===== config.mk =====
export PLATFORM = sky130hd
export DESIGN_NAME = llsc_monitor
export DESIGN_NICKNAME = d
export VERILOG_FILES = /design/src/rtl/llsc_monitor.sv
export SDC_FILE = /design/constraint.sdc
export NUM_CORES = 1
export LEC_CHECK = 0
export BUFFER_PORTS_ARGS = -buffer_cell sky130_fd_sc_hd__buf_2
export CAP_MARGIN = 20
export CORE_MARGIN = 10
export CORE_UTILIZATION = 45
export DETAILED_ROUTE_END_ITERATION = 12
export PLACE_DENSITY_LB_ADDON = 0.05
export SYNTH_ARGS = -nofsm -noshare
export SYNTH_HDL_FRONTEND = slang
export SYNTH_SLANG_ARGS = --single-unit
export TNS_END_PERCENT = 30

===== constraint.sdc =====
create_clock -name clk -period 6.05 [get_ports clk]
set_input_delay 1.815 -clock clk [delete_from_list [all_inputs] [get_ports clk]]
set_output_delay 1.815 -clock clk [all_outputs]
set_load 0.02 [all_outputs]

===== src/rtl/llsc_monitor.sv =====
module llsc_monitor #(
  parameter int THREADS    = 4,
  parameter int ADDR_W     = 32,
  parameter int GRAN_BITS  = 4,
  parameter int WARN_EVERY = 10,
  parameter int FAIL_LIMIT = 5000,
  localparam int TW = (THREADS > 1) ? $clog2(THREADS) : 1
) (
  input  logic              clk,
  input  logic              rst,
  input  logic              ll_valid,
  input  logic [TW-1:0]     ll_tid,
  input  logic [ADDR_W-1:0] ll_addr,
  input  logic              sc_valid,
  input  logic [TW-1:0]     sc_tid,
  input  logic [ADDR_W-1:0] sc_addr,
  input  logic              sc_uncached,
  input  logic              inv_valid,
  input  logic [ADDR_W-1:0] inv_addr,
  output logic              sc_resp_valid,
  output logic [1:0]        sc_result,
  output logic              sc_forward,
  output logic              sc_cause,
  output logic              sc_warn,
  output logic              sc_fatal
);
  localparam int BW = ADDR_W - GRAN_BITS;
  localparam int CW = $clog2(FAIL_LIMIT + 1);
  localparam int PW = (WARN_EVERY > 1) ? $clog2(WARN_EVERY) : 1;

  logic          held_q  [THREADS];
  logic [BW-1:0] block_q [THREADS];
  logic [CW-1:0] fails_q [THREADS];
  logic [PW-1:0] phase_q [THREADS];

  wire [BW-1:0] sc_block  = sc_addr[ADDR_W-1:GRAN_BITS];
  wire [BW-1:0] ll_block  = ll_addr[ADDR_W-1:GRAN_BITS];
  wire [BW-1:0] inv_block = inv_addr[ADDR_W-1:GRAN_BITS];

  wire          cached  = sc_valid && !sc_uncached;
  wire          held    = held_q[sc_tid];
  wire          match   = block_q[sc_tid] == sc_block;
  wire          pass    = cached && held && match;
  wire          fail    = cached && !(held && match);
  wire [CW-1:0] cnt     = fails_q[sc_tid];
  wire          sat     = cnt == CW'(FAIL_LIMIT);
  wire          bump    = fail && !sat;
  wire [CW-1:0] cnt_nxt = cnt + 1'b1;
  wire          wrap    = phase_q[sc_tid] == PW'(WARN_EVERY - 1);

  always_ff @(posedge clk) begin
    if (rst) begin
      for (int t = 0; t < THREADS; t++) begin
        held_q[t]  <= 1'b0;
        block_q[t] <= '0;
        fails_q[t] <= '0;
        phase_q[t] <= '0;
      end
      sc_resp_valid <= 1'b0;
      sc_result     <= 2'd0;
      sc_forward    <= 1'b0;
      sc_cause      <= 1'b0;
      sc_warn       <= 1'b0;
      sc_fatal      <= 1'b0;
    end else begin
      for (int t = 0; t < THREADS; t++) begin
        if (cached && sc_tid == TW'(t)) begin
          held_q[t] <= 1'b0;
          if (pass) begin
            fails_q[t] <= '0;
            phase_q[t] <= '0;
          end else if (bump) begin
            fails_q[t] <= cnt_nxt;
            phase_q[t] <= wrap ? '0 : phase_q[t] + 1'b1;
          end
        end
        if (inv_valid && block_q[t] == inv_block)
          held_q[t] <= 1'b0;
        if (ll_valid && ll_tid == TW'(t)) begin
          held_q[t]  <= 1'b1;
          block_q[t] <= ll_block;
        end
      end
      sc_resp_valid <= sc_valid;
      sc_result     <= !sc_valid ? 2'd0 : sc_uncached ? 2'd2 : pass ? 2'd1 : 2'd0;
      sc_forward    <= sc_valid && (sc_uncached || pass);
      sc_cause      <= fail && held;
      sc_warn       <= bump && wrap;
      sc_fatal      <= sc_fatal || (bump && cnt_nxt == CW'(FAIL_LIMIT));
    end
  end


  resp_after_req_chk: assert property (@(posedge clk) disable iff (rst)
    sc_resp_valid |-> $past(sc_valid));

  fail_no_forward_chk: assert property (@(posedge clk) disable iff (rst)
    (sc_resp_valid && sc_result == 2'd0) |-> !sc_forward);

  pass_forward_chk: assert property (@(posedge clk) disable iff (rst)
    (sc_resp_valid && sc_result != 2'd0) |-> (sc_forward && !sc_cause));

  no_code3_chk: assert property (@(posedge clk) disable iff (rst)
    sc_resp_valid |-> sc_result != 2'd3);

  warn_on_fail_chk: assert property (@(posedge clk) disable iff (rst)
    sc_warn |-> (sc_resp_valid && sc_result == 2'd0));

  fatal_sticky_chk: assert property (@(posedge clk) disable iff (rst)
    sc_fatal |=> sc_fatal);

  idle_quiet_chk: assert property (@(posedge clk) disable iff (rst)
    !sc_resp_valid |-> (!sc_forward && !sc_warn && !sc_cause && sc_result == 2'd0));
endmodule


After elaboration in Yosys (flattened, before gate mapping)
Memories as Yosys holds them, arrays and structs flattened.
Index checks and enable logic that the tools add are counted.
{ "op_classes": {"add_sub_neg": 5, "eq_ne": 14, "muxes": 103, "bitwise_logic": 33, "n_reduce_logical": 31} }
{ "op_table": {"columns": ["operator", "count"], "rows": [
  ["28-bit == test", 5],
  ["28-bit 2-to-1 mux", 4],
  ["13-bit 2-to-1 mux", 8],
  ["1-bit 2-to-1 mux", 78],
  ["4-bit 2-to-1 mux", 12],
  ["1-bit OR", 32],
  ["13-bit == test, second input constant", 2],
  ["1-bit logical AND", 22],
  ["4-bit by 1-bit adder with 4-bit output, second input constant", 4],
  ["13-bit by 1-bit adder with 13-bit output, second input constant", 1],
  ["2-bit == test, second input constant", 4],
  ["2-bit by 1-bit == test with 1-bit output, second input constant", 2],
  ["4-bit == test, second input constant", 1],
  ["2-bit logical NOT", 2],
  ["1-bit logical NOT", 3],
  ["3-bit OR reduction", 1],
  ["1-bit logical OR", 2],
  ["2-bit 2-to-1 mux", 1],
  ["2-bit OR reduction", 1],
  ["1-bit inverter", 1]
]} }
{ "word_totals": {"regBits": 7, "mem_bits_rw": 184, "in_bits": 106, "output_inout_bits": 7, "memories": 4} }
{ "mem_list": {"columns": ["name", "depth", "width", "read_ports", "rd_ports_with_merged_regs", "write_ports", "line_no", "text"], "rows": [
  ["block_q", 4, 28, 5, 0, 4, "32", "logic [BW-1:0] block_q [THREADS];"],
  ["fails_q", 4, 13, 1, 0, 4, "33", "logic [CW-1:0] fails_q [THREADS];"],
  ["phase_q", 4, 4, 5, 0, 4, "34", "logic [PW-1:0] phase_q [THREADS];"],
  ["held_q", 4, 1, 1, 0, 4, "31", "logic held_q [THREADS];"]
]} }

Longest topological paths before layout
An unclocked memory read counts as a cell.
{ "depth": {"ltp_word": 12, "mapped_depth": 12, "mapped_depth_nobuf": 8} }

Worst setup path before layout
No wires, ideal clock.
{ "synth_timing": {"kind": "in2reg", "from": "in sc_tid[0]", "to": "mem fails_q[2][0] (netlist bit), enable pin", "setup_ps": 395, "arrival_time_ps": 4595, "t_required_ps": 5655, "path_slack_ps": 1061, "stages": 11, "path_buffers": 4, "path_cell_list": "buf_4 buf_12 buf_6 mux4_2 xnor2_1 nand2_1 a2111oi_2 nand4_1 buf_2 nor2b_1 o21bai_1"} }
{ "synth_rtl": {"columns": ["item", "line_no", "text"], "rows": [
  ["start: declaration", "15", "input logic [TW-1:0] sc_tid,"],
  ["end: declaration", "33", null]
]} }

==> metrics.md <==
| Metric | Value |
|---|---|
| Status | `finished clean` |
| Worst path required time | `between 6 and 7 ns` |
| Hold path start | `sc_fatal` |
| Final RePlAce weighted congestion | `about 0.87` |
| PD cells | `about 260 nW/um2` |
| Layout fillers | `approximately 2000` |
| Wire per inst | `24.7 um` |
| Design Area, Final | `about 12000 um2` |
| Cts hold-fix bufs | `0` |
| Vias per inst | `5.55` |
| Die area | `between 20000 and 30000 um2` |
| Top delay family on crit path | `buffers and inverters` |
| Total grt overflow | `0` |
| Largest net degree at the start of global routing | `30` |
| Crit-path max FO | `18` |
| HP Class | `register to register` |
| Relative slew slack | `between 40 and 50%` |
| Buf/Inv on CP | `4` |
| Post-CTS setup buffers | `0` |
| Worst path cell trace | `buf_2 > buf_12 > mux4_2 > xnor2_1 > nand4_1 > a2111oi_2 > nand4_1 > buf_4 > nand3_2 > nand3b_1 > buf_4` |
| Antenna Nets Post-Route | `0` |
| I/O Pins | `113` |
| Clk_lat worst skew | `about 0.44 ns` |
| Reg-to-Reg Start | `block_q[0][3]` |
| Cts bufs inserted | `17` |
| Row count | `between 50 and 60` |
| DRT Pass-1 Iters | `5` |
| Final nets | `a little over 1000` |
| Synth Area in Compound Gates | `roughly 2.2%` |
| Die W | `approximately 170 um` |
| Vias in the first global route | `approximately 7000` |
| DR iter-0 viols | `433` |
| Worst r2r path cells | `9` |
| Port Buffers | `100` |
| FF+latch count, synth | `about 190` |
| Adder-cell share of the synthesized area | `0.851%` |
| Global-route wire length before repair | `approximately 44 mm` |
| Synth Warn # | `0` |
| Post-synth net total | `between 900 and 1000` |
| Sequential share of the synthesized area | `between 50% and 60%` |
| Final setup TNS | `0 ns` |
| Starting Density | `a little under half` |
| P_leak | `~4.3 nW` |
| Hold endpoint | `sc_fatal` |
| Synth Flop Type | `edfxtp_1` |
| Htree depth | `4` |
| Crit path capture type | `register` |
| Initial antenna violation count | `1` |
| Post-synthesis cell count | `789` |
| Netlist Area Pre-Place | `approximately 10000 um2` |
| Synth Area in Simple Gates | `between 10% and 20%` |
| DRC | `0` |
| Clock buffer depth | `2` |
| Post-Syn Area per Cell | `between 10 and 15 um2` |
| Final setup fails | `0` |
| Max_cap viols | `0` |
| Final Max Tran Viols | `0` |
| Crit path DAT | `5.03 ns` |
| Syn-to-layout area delta | `14.0%` |
| CTS tree | `built` |
| Critical R2R Capture | `phase_q[1][2]` |
| Final setup skew | `approximately 0.0099 ns` |
| CTS clock-pin slew for the worst setup and hold paths | `about 0.070 ns` |
| Post-DP Area | `between 10000 and 15000 um2` |
| FMAX | `around 200 MHz` |
| # resized after CTS | `0` |
| Final HPWL DP | `about 21 mm` |
| Global router's overall resource usage | `20.7%` |
| Hold Violations, Final | `0` |
| Clk Tree Root Cell | `clkbuf_16` |
| Xor and xnor area share after synthesis | `a little over an eighth` |
| Slew @ Worst Pin | `around 0.8 ns` |
| Slowest stage delay, CP | `0.56 ns` |
| Critical path's slowest cell | `mux4_2` |
| Core Region | `about 23000 um2` |
| FFs w/ async S/R, synth | `0%` |
| Layout cell share with drive strength beyond 1 | `a little under a quarter` |
| Fin crit share | `about four fifths` |
| Unrepaired setup endpoints after global routing | `false` |
| Mux cell area share after synthesis | `9.30%` |
| Vias after detailed routing | `roughly 6600` |
| WHS Path Cells | `2` |
| CTS sink cnt | `~190` |
| Setup slack, reg-to-reg | `roughly 2.9 ns` |
| Worst VDD drop | `~0.19 mV` |
| Routed WL | `between 20 and 30 mm` |
| Largest family of logic cells by synthesized area | `simple AND/OR/NAND/NOR gates` |
| Worst setup SP type | `primary input` |
| Worst Setup Path Type | `primary input to register` |
| EDFF count, synth | `~180` |
| Tmin final | `between 4 and 5 ns` |
| Count of different cell masters after synthesis | `57` |
| Die Y | `171 um` |
[cell usage in the layout, fill, tap and decap left out, drive strengths merged, types with 5 or more instances in the layout]
cell type,count
clkinv,8
nor3b,7
and2,114
dfxtp,7
xnor2,66
ha,7
xor2,87
mux2i,18
mux4,34
clkbuf,17
nor2b,5
nor3,20
nand4,20
nand3,13
nor2,61
buf,123
and3,5
inv,19
nand2,21
edfxtp,184
nor4,26
[logic make-up (layout without fill, tap and decap cells)]
group | Yosys count | in the layout
compound gates | 29 | 29
xor+xnor | 153 | 153
fa+ha+maj | 7 | 7
buf+inv | 48 | 169
flops | 191 | 191
mux | 53 | 53
other cells | 0 | 1
simple gates | 308 | 308
[per-layer routing]
layer	GRT usage, %	part of all wire [%]	wire length (um)	vias to the layer above
met4	8.43	3.0	884	0
met5	0	0	0	-
met1	23.1	39	11400	3305
li1	-	-	-	3086
met2	37.8	53	15800	201
met3	3.97	4.8	1430	47
[worst max path at each step]
stage	from	end	cells after the start
after floorplan	sc_tid[0]	fails_q[2][0]	11
after global placement	sc_tid[0]	fails_q[1][2]	11
after detailed placement	sc_tid[0]	fails_q[1][0]	11
after CTS	sc_tid[0]	phase_q[1][2]	11
after global routing	sc_tid[0]	fails_q[0][4]	11
final	sc_tid[0]	phase_q[1][2]	11
[cells in the mapped netlist, types with 3 or more instances]
cell,instances,area share [%]
and2_1,114,6.9
nand4_1,19,1.2
buf_2,9,0.44
mux2i_1,18,1.7
buf_4,5,0.36
xnor2_1,65,5.5
nor2_1,61,2.2
nand2_1,20,0.73
mux4_2,34,7.4
nor2b_1,5,0.30
ha_1,7,0.85
clkbuf_1,17,0.62
dfxtp_1,7,1.4
nor4_1,25,1.5
o21ai_0,4,0.19
inv_1,13,0.47
nand3b_1,3,0.22
edfxtp_1,184,54
nor3_1,20,0.97
nor3b_1,7,0.51
nand3_1,11,0.53
and3_1,5,0.30
o21bai_1,4,0.29
o22ai_1,3,0.18
xor2_1,87,7.4
[per-stage QoR]
stage / power [W] / setup slack [ns] / instances / utilization [%] / hold WS (ns)
CTS: 0.00310 / 1.18 / 1195 / 52.0 / 0.502
global route: 0.00318 / 1.02 / 1195 / 52.0 / 0.550
floorplan: 0.00185 / 1.06 / 789 / - / 0.560
finish: 0.00308 / 1.19 / 1196 / 52.0 / 0.501
global placement: 0.00202 / 0.694 / 1163 / 49.5 / 0.479
detailed placement: 0.00203 / 0.716 / 1163 / 49.5 / 0.485
[registers in the layout, indices dropped and copies added (netlist names)]
signal	count
held_q	4
sc_fatal	1
sc_cause	1
fails_q	52
sc_resp_valid	1
sc_result	2
sc_forward	1
sc_warn	1
block_q	112
phase_q	16
[worst min-delay path, delay by kind of cell, from the launching register on]
kind	cells	cell delay, ns
AO/OA/AOI/OAI	1	0.05
flip-flops	1	0.35
AND/OR/NAND/NOR	1	0.07
[cell type report]
class / count / area (um2) / area share (%)
clock buffer: 17 / 425 / 3.62
timing repair buffer: 123 / 686 / 5.84
inverter: 14 / 52.6 / 0.448
antenna: 1 / 2.50 / 0.0213
clock inverter: 15 / 128 / 1.09
sequential: 191 / 5670 / 48.3
multi-input combinational: 550 / 4420 / 37.7
tap: 285 / 357 / 3.04
[power breakdown]
group / leakage, nW / total, W / switching, W / internal (W)
Clock: 0.269 / 0.00108 / 0.000539 / 0.000538
Combinational: 2.16 / 0.000426 / 0.000253 / 0.000173
Sequential: 1.90 / 0.00158 / 0.0000455 / 0.00153
Power figures use the tool's default switching activity.
